File: src/rtl/port_change_irq_pkg.sv
package port_change_irq_pkg;

    localparam int PORT_W    = 8;
    localparam int SYNC_DEPTH = 2;
    localparam int ARM_CYC   = SYNC_DEPTH + 1;
    localparam int ARM_W     = $clog2(ARM_CYC + 1);

    typedef struct packed {
        logic [PORT_W-1:0] snap;
        logic              irq;
        logic [ARM_W-1:0]  arm_cnt;
    } det_state_t;

endpackage

File: src/rtl/pin_sync.sv
module pin_sync #(
    parameter int WIDTH  = 8,
    parameter int STAGES = 2
) (
    input  logic             clk,
    input  logic             rst_n,
    input  logic [WIDTH-1:0] d_async,
    output logic [WIDTH-1:0] q_sync
);
    logic [WIDTH-1:0] stage_d [STAGES];
    logic [WIDTH-1:0] stage_q [STAGES];

    genvar g;
    generate
        for (g = 0; g < STAGES; g++) begin : g_stage
            if (g == 0) begin : g_first
                always_comb stage_d[g] = d_async;
            end else begin : g_next
                always_comb stage_d[g] = stage_q[g-1];
            end
            always_ff @(posedge clk or negedge rst_n) begin
                if (!rst_n) stage_q[g] <= '0;
                else        stage_q[g] <= stage_d[g];
            end
        end
    endgenerate

    assign q_sync = stage_q[STAGES-1];
endmodule

File: src/rtl/change_detect.sv
module change_detect
    import port_change_irq_pkg::*;
#(
    parameter int WIDTH   = PORT_W,
    parameter int ARM_N   = ARM_CYC,
    parameter int CNT_W   = $clog2(ARM_N + 1)
) (
    input  logic             clk,
    input  logic             rst_n,
    input  logic [WIDTH-1:0] pins_s,
    input  logic [WIDTH-1:0] dir_in,
    input  logic             rd_stb,
    output logic [WIDTH-1:0] snap,
    output logic             irq,
    output logic             armed
);
    typedef struct packed {
        logic [WIDTH-1:0] snap;
        logic             irq;
        logic [CNT_W-1:0] arm_cnt;
    } st_t;

    localparam logic [CNT_W-1:0] ARM_LAST = CNT_W'(ARM_N);

    st_t st_d, st_q;
    logic [WIDTH-1:0] diff_in;
    logic             arm_done;

    always_comb begin
        st_d     = st_q;
        arm_done = (st_q.arm_cnt == ARM_LAST);
        diff_in  = (pins_s ^ st_q.snap) & dir_in;

        if (!arm_done) begin
            // fill window: track pins, keep interrupt released
            st_d.arm_cnt = st_q.arm_cnt + 1'b1;
            st_d.snap    = pins_s;
            st_d.irq     = 1'b0;
        end else if (rd_stb) begin
            st_d.snap = pins_s;
            st_d.irq  = 1'b0;
        end else begin
            st_d.irq  = |diff_in;
        end
    end

    always_ff @(posedge clk or negedge rst_n) begin
        if (!rst_n) st_q <= '0;
        else        st_q <= st_d;
    end

    assign snap  = st_q.snap;
    assign irq   = st_q.irq;
    assign armed = (st_q.arm_cnt == ARM_LAST);
endmodule

File: src/rtl/port_change_irq.sv
module port_change_irq
    import port_change_irq_pkg::*;
#(
    parameter int WIDTH      = PORT_W,
    parameter int SYNC_STAGES = SYNC_DEPTH
) (
    input  logic             clk,
    input  logic             rst_n,
    input  logic [WIDTH-1:0] pin_raw,
    input  logic [WIDTH-1:0] dir_in,
    input  logic             rd_input_ack,
    output logic [WIDTH-1:0] snap_o,
    output logic             int_n,
    output logic             int_drive_en
);
    localparam int ARM_N = SYNC_STAGES + 1;

    logic [WIDTH-1:0] pin_s;
    logic             irq;
    logic             armed;

    pin_sync #(.WIDTH(WIDTH), .STAGES(SYNC_STAGES)) u_sync (
        .clk     (clk),
        .rst_n   (rst_n),
        .d_async (pin_raw),
        .q_sync  (pin_s)
    );

    change_detect #(.WIDTH(WIDTH), .ARM_N(ARM_N)) u_det (
        .clk    (clk),
        .rst_n  (rst_n),
        .pins_s (pin_s),
        .dir_in (dir_in),
        .rd_stb (rd_input_ack),
        .snap   (snap_o),
        .irq    (irq),
        .armed  (armed)
    );

    assign int_n        = ~irq;
    assign int_drive_en = irq;
endmodule

File: config.mk
export PLATFORM = sky130hd
export DESIGN_NAME = port_change_irq
export DESIGN_NICKNAME = d
export VERILOG_FILES = /design/src/rtl/port_change_irq_pkg.sv /design/src/rtl/pin_sync.sv /design/src/rtl/change_detect.sv /design/src/rtl/port_change_irq.sv
export SDC_FILE = /design/constraint.sdc
export NUM_CORES = 1
export LEC_CHECK = 0
export ABC_AREA = 0
export BUFFER_PORTS_ARGS = -buffer_cell sky130_fd_sc_hd__buf_2
export CAP_MARGIN = 25
export CORE_MARGIN = 1
export CORE_UTILIZATION = 45
export CTS_CLUSTER_DIAMETER = 150
export DETAILED_ROUTE_END_ITERATION = 12
export GPL_TIMING_DRIVEN = 0
export PLACE_DENSITY_LB_ADDON = 0.05
export RECOVER_POWER = 50
export SLEW_MARGIN = 15
export SYNTH_ARGS = -nofsm -noshare
export SYNTH_HDL_FRONTEND = slang
export SYNTH_SLANG_ARGS = --single-unit
File: constraint.sdc
create_clock -name clk -period 1.4 [get_ports clk]
set_input_delay 0.14 -clock clk [delete_from_list [all_inputs] [get_ports clk]]
set_output_delay 0.14 -clock clk [all_outputs]
set_load 0.05 [all_outputs]
; Word level (Yosys, flattened, before mapping)
; Index checks and enable logic that the tools add are counted.
[totals]
wordCells = 15
output_inout_bits = 10
inputBits = 19
reg_bits = 27
[op_classes]
n_eq_ne = 2
bitwise_logic = 3
add_sub_neg = 1
n_mux = 3
n_reduce_logical = 1
[op_table]
columns = op, count
row1 = $mux 9, 1
row2 = $and 8x8->8, 1
row3 = $mux 8, 1
row4 = $reduce_or 8->1, 1
row5 = $xor 8x8->8, 1
row6 = $add 2x1->2 const B, 1
row7 = $eq 2x2->1 const B, 1
row8 = $ne 2x2->1 const B, 1
row9 = $mux 1, 1
row10 = $not 1->1, 1

; Depth between registers and ports, before layout
[logic_depth]
depth_word = 5
depth_mapped = 4
mapped_depth_nobuf = 3

; Cells and area by module
; A second synthesis with hierarchy kept.
[unflattened]
cells_unflattened = 62
area_unflattened_um2 = 1018.5
[modules_own_cells]
columns = mod, cells_each, instances, seq_area_each_um2, area_each_um2
row1 = change_detect, 45, 1, 275.3, 614.3
row2 = pin_sync, 16, 1, 400.4, 400.4
row3 = port_change_irq, 1, 1, 0.0, 3.8

; Worst setup path after synthesis
; Ideal clock, no wire load.
[synth_path]
path_type = reg-to-reg
from = register u_det.st_q[0] in the netlist's numbering
to = register u_det.st_q, in the netlist u_det.snap[0]
arrival_ns = 1.134
path_stages_with_launch = 5
path_buffers = 1
synth_period_minus_slack_ns = 1.259
required_ns = 1.275
setup_ns = 0.125
setup_slack_ns = 0.141
cell_sequence = dfrtp_1 ha_1 nand2b_1 buf_6 mux2_4
[synth_via]
elab_chain_cells = 2
elab_cells_between_ends = 3
classes_between = eq/ne (2) / mux (1)
[synth_rtl]
columns = item, line_no
row1 = from (decl), change_detect.sv:25  ; st_t st_d, st_q;
row2 = from (signal assigned), change_detect.sv:49  ; else st_q <= st_d;
row3 = $eq 2x2->1 (*), n/a
row4 = $ne 2x2->1 (no line) / $mux 9 (equally long branches), n/a
; Every way passes the cells marked *; elsewhere a longest branch is shown, timed or not.
; A chain may end at the register's enable or synchronous reset.

; Worst setup path in the final report
[layout_path]
from = register u_det.st_q[0] in the netlist's numbering
to = register u_det.st_q, in the netlist u_det.snap[3]
; The elaborated chain is that of the path after synthesis.

==> flow_metrics.py <==
metrics = {
    "outcome": {
        "run_status": "finished, final reports clean",
    },
    "route": {
        "drc": 0,
        "avgViaCountPerCell": 4.356,
        "via_count": 575,
        "avgRoutedWirePerCell_um": 10.80,
        "count_of_tritonroute_iterations_in_the_first_routing_pass": 1,
        "drtIter0Drc": 0,
        "finalWirelength_um": 1425,
        "detail-route-antenna-nets": 0,
    },
    "worst_setup_path": {
        "cp_data_arrival_time_ns": 1.51,
        "end_kind": "flop",
        "criticalPathCategory": "flop to flop",
        "timing.critical_path.fanout_max": 5,
        "setup.worst_path.start_class": "flop",
        "worst_ep_required_time_ns": 1.61,
    },
    "layout": {
        "layout-drive-gt1-share_pct": 49.52,
        "finalCoreUtilization_pct": 64.95,
        "layout_common_cells": "27 x buf_2, 27 x dfrtp_1, 10 x buf_4",
        "syn_to_final_growth_pct": 30.22,
        "finalInstanceArea_um2": 1326,
        "layout.filler_cells": 165,
        "insertedDiodeCount": 0,
        "fin_nets": 126,
    },
    "floorplan": {
        "rows": 16,
        "dieWidth_um": 49.58,
        "core_area_um2": 2042,
        "initial_utilization_pct": 49.88,
        "io-pin-count": 29,
        "full_die_area_um2": 2458,
        "die_height_um": 49.58,
    },
    "yosys": {
        "synth-simple-area-share_pct": 0.6143,
        "muxShareOfSynthArea_pct": 12.90,
        "mappedNetlistArea_um2": 1018,
        "synth.yosys.seq_area_share_pct": 66.34,
        "syn-mean-instance-area_um2": 16.43,
        "warnings_synthesis": 0,
        "netlist-cell-type-count": 12,
        "synth_top_family_by_area": "multiplexers",
        "synth_area_leaders": "dfrtp_1 66%, mux2_4 12%, xor2_1 6.9%",
        "synth-adder-area-share_pct": 1.229,
        "yosysTopAreaCellShare_pct": 66.34,
        "synthXorXnorAreaFrac_pct": 7.740,
        "syn-instance-count": 62,
        "synthesis.nets": 82,
        "synth.ff_latch_count": 27,
        "yosys.area.top_type": "dfrtp_1",
        "synth-compound-area-share_pct": 3.808,
    },
    "clock_network": {
        "clock_sink_count": 27,
        "clk-insertion-delay-late_ns": 0.31,
        "cts_tree": "built",
        "cts.root.buffer_cell": "clkbuf_4",
        "ctsLongestPathBuffers": 2,
        "cts_htree_levels": 1,
        "numCtsBuffers": 3,
        "cts.reportedPaths.clkPinSlew_ns": 0.12,
    },
    "power": {
        "total_power_density_per_cell_area_nw_per_um2": 1121,
        "max-vdd-ir-drop_mv": 0.5335,
        "power.static_leakage_uw": 0.0006568,
    },
    "grt": {
        "grtUsageTotal_pct": 13.36,
        "overflow": 0,
        "number_of_antenna_violations_at_the_first_check_in_global_routing": 0,
        "grt_max_degree": 28,
        "grt_pass1_wl_um": 2366,
        "grt_pass1_vias": 583,
    },
    "flow_run": {
        "maxCapViolCount": 0,
    },
    "timing": {
        "fin_skew_ns": 0.002350,
        "totalNegativeSetupSlack_ns": 0,
        "tightest_pin_transition_ns": 0.6211,
        "finalSetupViolCount": 0,
        "hold_viol": 0,
        "rsz0062_at_grt": "false",
        "final_min_period_over_clock_period_pct": 93.48,
        "fmaxAchievable_mhz": 764.1,
        "report.final.slew_viol_count": 0,
        "slew-limit-headroom_pct": 58.59,
        "finalWorstPathRequiredPeriod_ns": 1.309,
    },
    "place": {
        "portBuffers": 28,
        "dp_hpwl_um": 943.6,
        "post_place_instance_area_um2": 1192,
        "place_congestion": 0.6371,
    },
    "worst_hold_path": {
        "min-delay-path-class": "input port to flop",
    },
}
-- kinds of logic (layout without fill, tap and decap cells) --
logic type,count (synthesis),count (layout)
buf+inv,10,53
fa+ha+maj,1,1
xor+xnor,9,9
simple gates,1,1
flops,27,27
compound gates,5,5
mux,9,9
-- registers in the layout (all words and copies together), names as in the netlist --
register        count
u_det.st_q          2
u_sync.stage_d      8
u_det.irq           1
u_det.snap          8
u_sync.q_sync       8
-- cells in the mapped netlist --
| cell | instances |
|---|---|
| a41oi_1 | 1 |
| a22oi_1 | 4 |
| inv_1 | 1 |
| mux2_2 | 1 |
| xnor2_1 | 1 |
| xor2_1 | 8 |
| ha_1 | 1 |
| dfrtp_1 | 27 |
| buf_6 | 1 |
| mux2_4 | 8 |
| nand2b_1 | 1 |
| buf_4 | 8 |
-- final cells by class --
cell class                      count  area (um^2)  area share, %
Tap cell                           27        33.78          2.547
Sequential cell                    27        675.6          50.94
Multi-Input combinational cell     25        270.3          20.38
Clock buffer                        4        26.28          1.981
Timing Repair Buffer               39        245.2          18.49
Inverter                            1        3.754         0.2830
Buffer                              9        71.32          5.377
-- critical path, cell delays in order, from the launching register on --
cell	delay, ns
dfrtp_1	0.42
ha_2	0.21
nand2b_1	0.12
buf_6	0.15
mux2_4	0.30
-- stage by stage --
stage          hold WS [ns]  total power, uW  setup slack [ns]  cells
6_report             0.1686             1486           0.09124    132
5_1_grt              0.2038             1572           0.02921    132
4_1_cts              0.1618             1504           0.04699    130
3_5_place_dp         0.1649             1176           0.08163    117
3_3_place_gp         0.1702             1171           0.07960    117
2_1_floorplan       -0.1556             1095            0.1407     62
-- final timing paths --
path | to | startpoint | depth (start not counted) | slack (ns)
setup reg to reg | u_det.snap[3] | u_det.st_q[0] | 4 | 0.09
min in group asynchronous | u_det.snap[4] | rst_n | 2 | 0.36
max in group asynchronous | u_sync.q_sync[1] | rst_n | 2 | 0.64
hold / removal | u_det.irq | dir_in[2] | 3 | 0.17
setup / recovery | u_det.snap[3] | u_det.st_q[0] | 4 | 0.09
hold reg to reg | u_sync.q_sync[3] | u_sync.stage_d[3] | 0 | 0.36
-- routing by layer --
layer / vias up / routed length [um] / GRT usage [%]
met5: - / 0 / 0
met4: 0 / 24 / 7.143
met3: 2 / 60 / 2.778
met2: 20 / 681 / 22.97
met1: 266 / 658 / 15.46
li1: 287 / - / -
-- repair_timing --
action	CTS	global route
hold endpoints to repair	35	0
setup endpoints to repair	0	5
hold buffers	9	0
setup buffers	0	1
gates resized for setup	0	2
-- where the power goes --
| part | switching [uW] | internal, uW |
|---|---|---|
| Sequential | 34.3 | 829 |
| Combinational | 173 | 142 |
| Clock | 197 | 111 |
| Total | 404 | 1080 |
No activity file was read; power rests on OpenSTA's default activity.
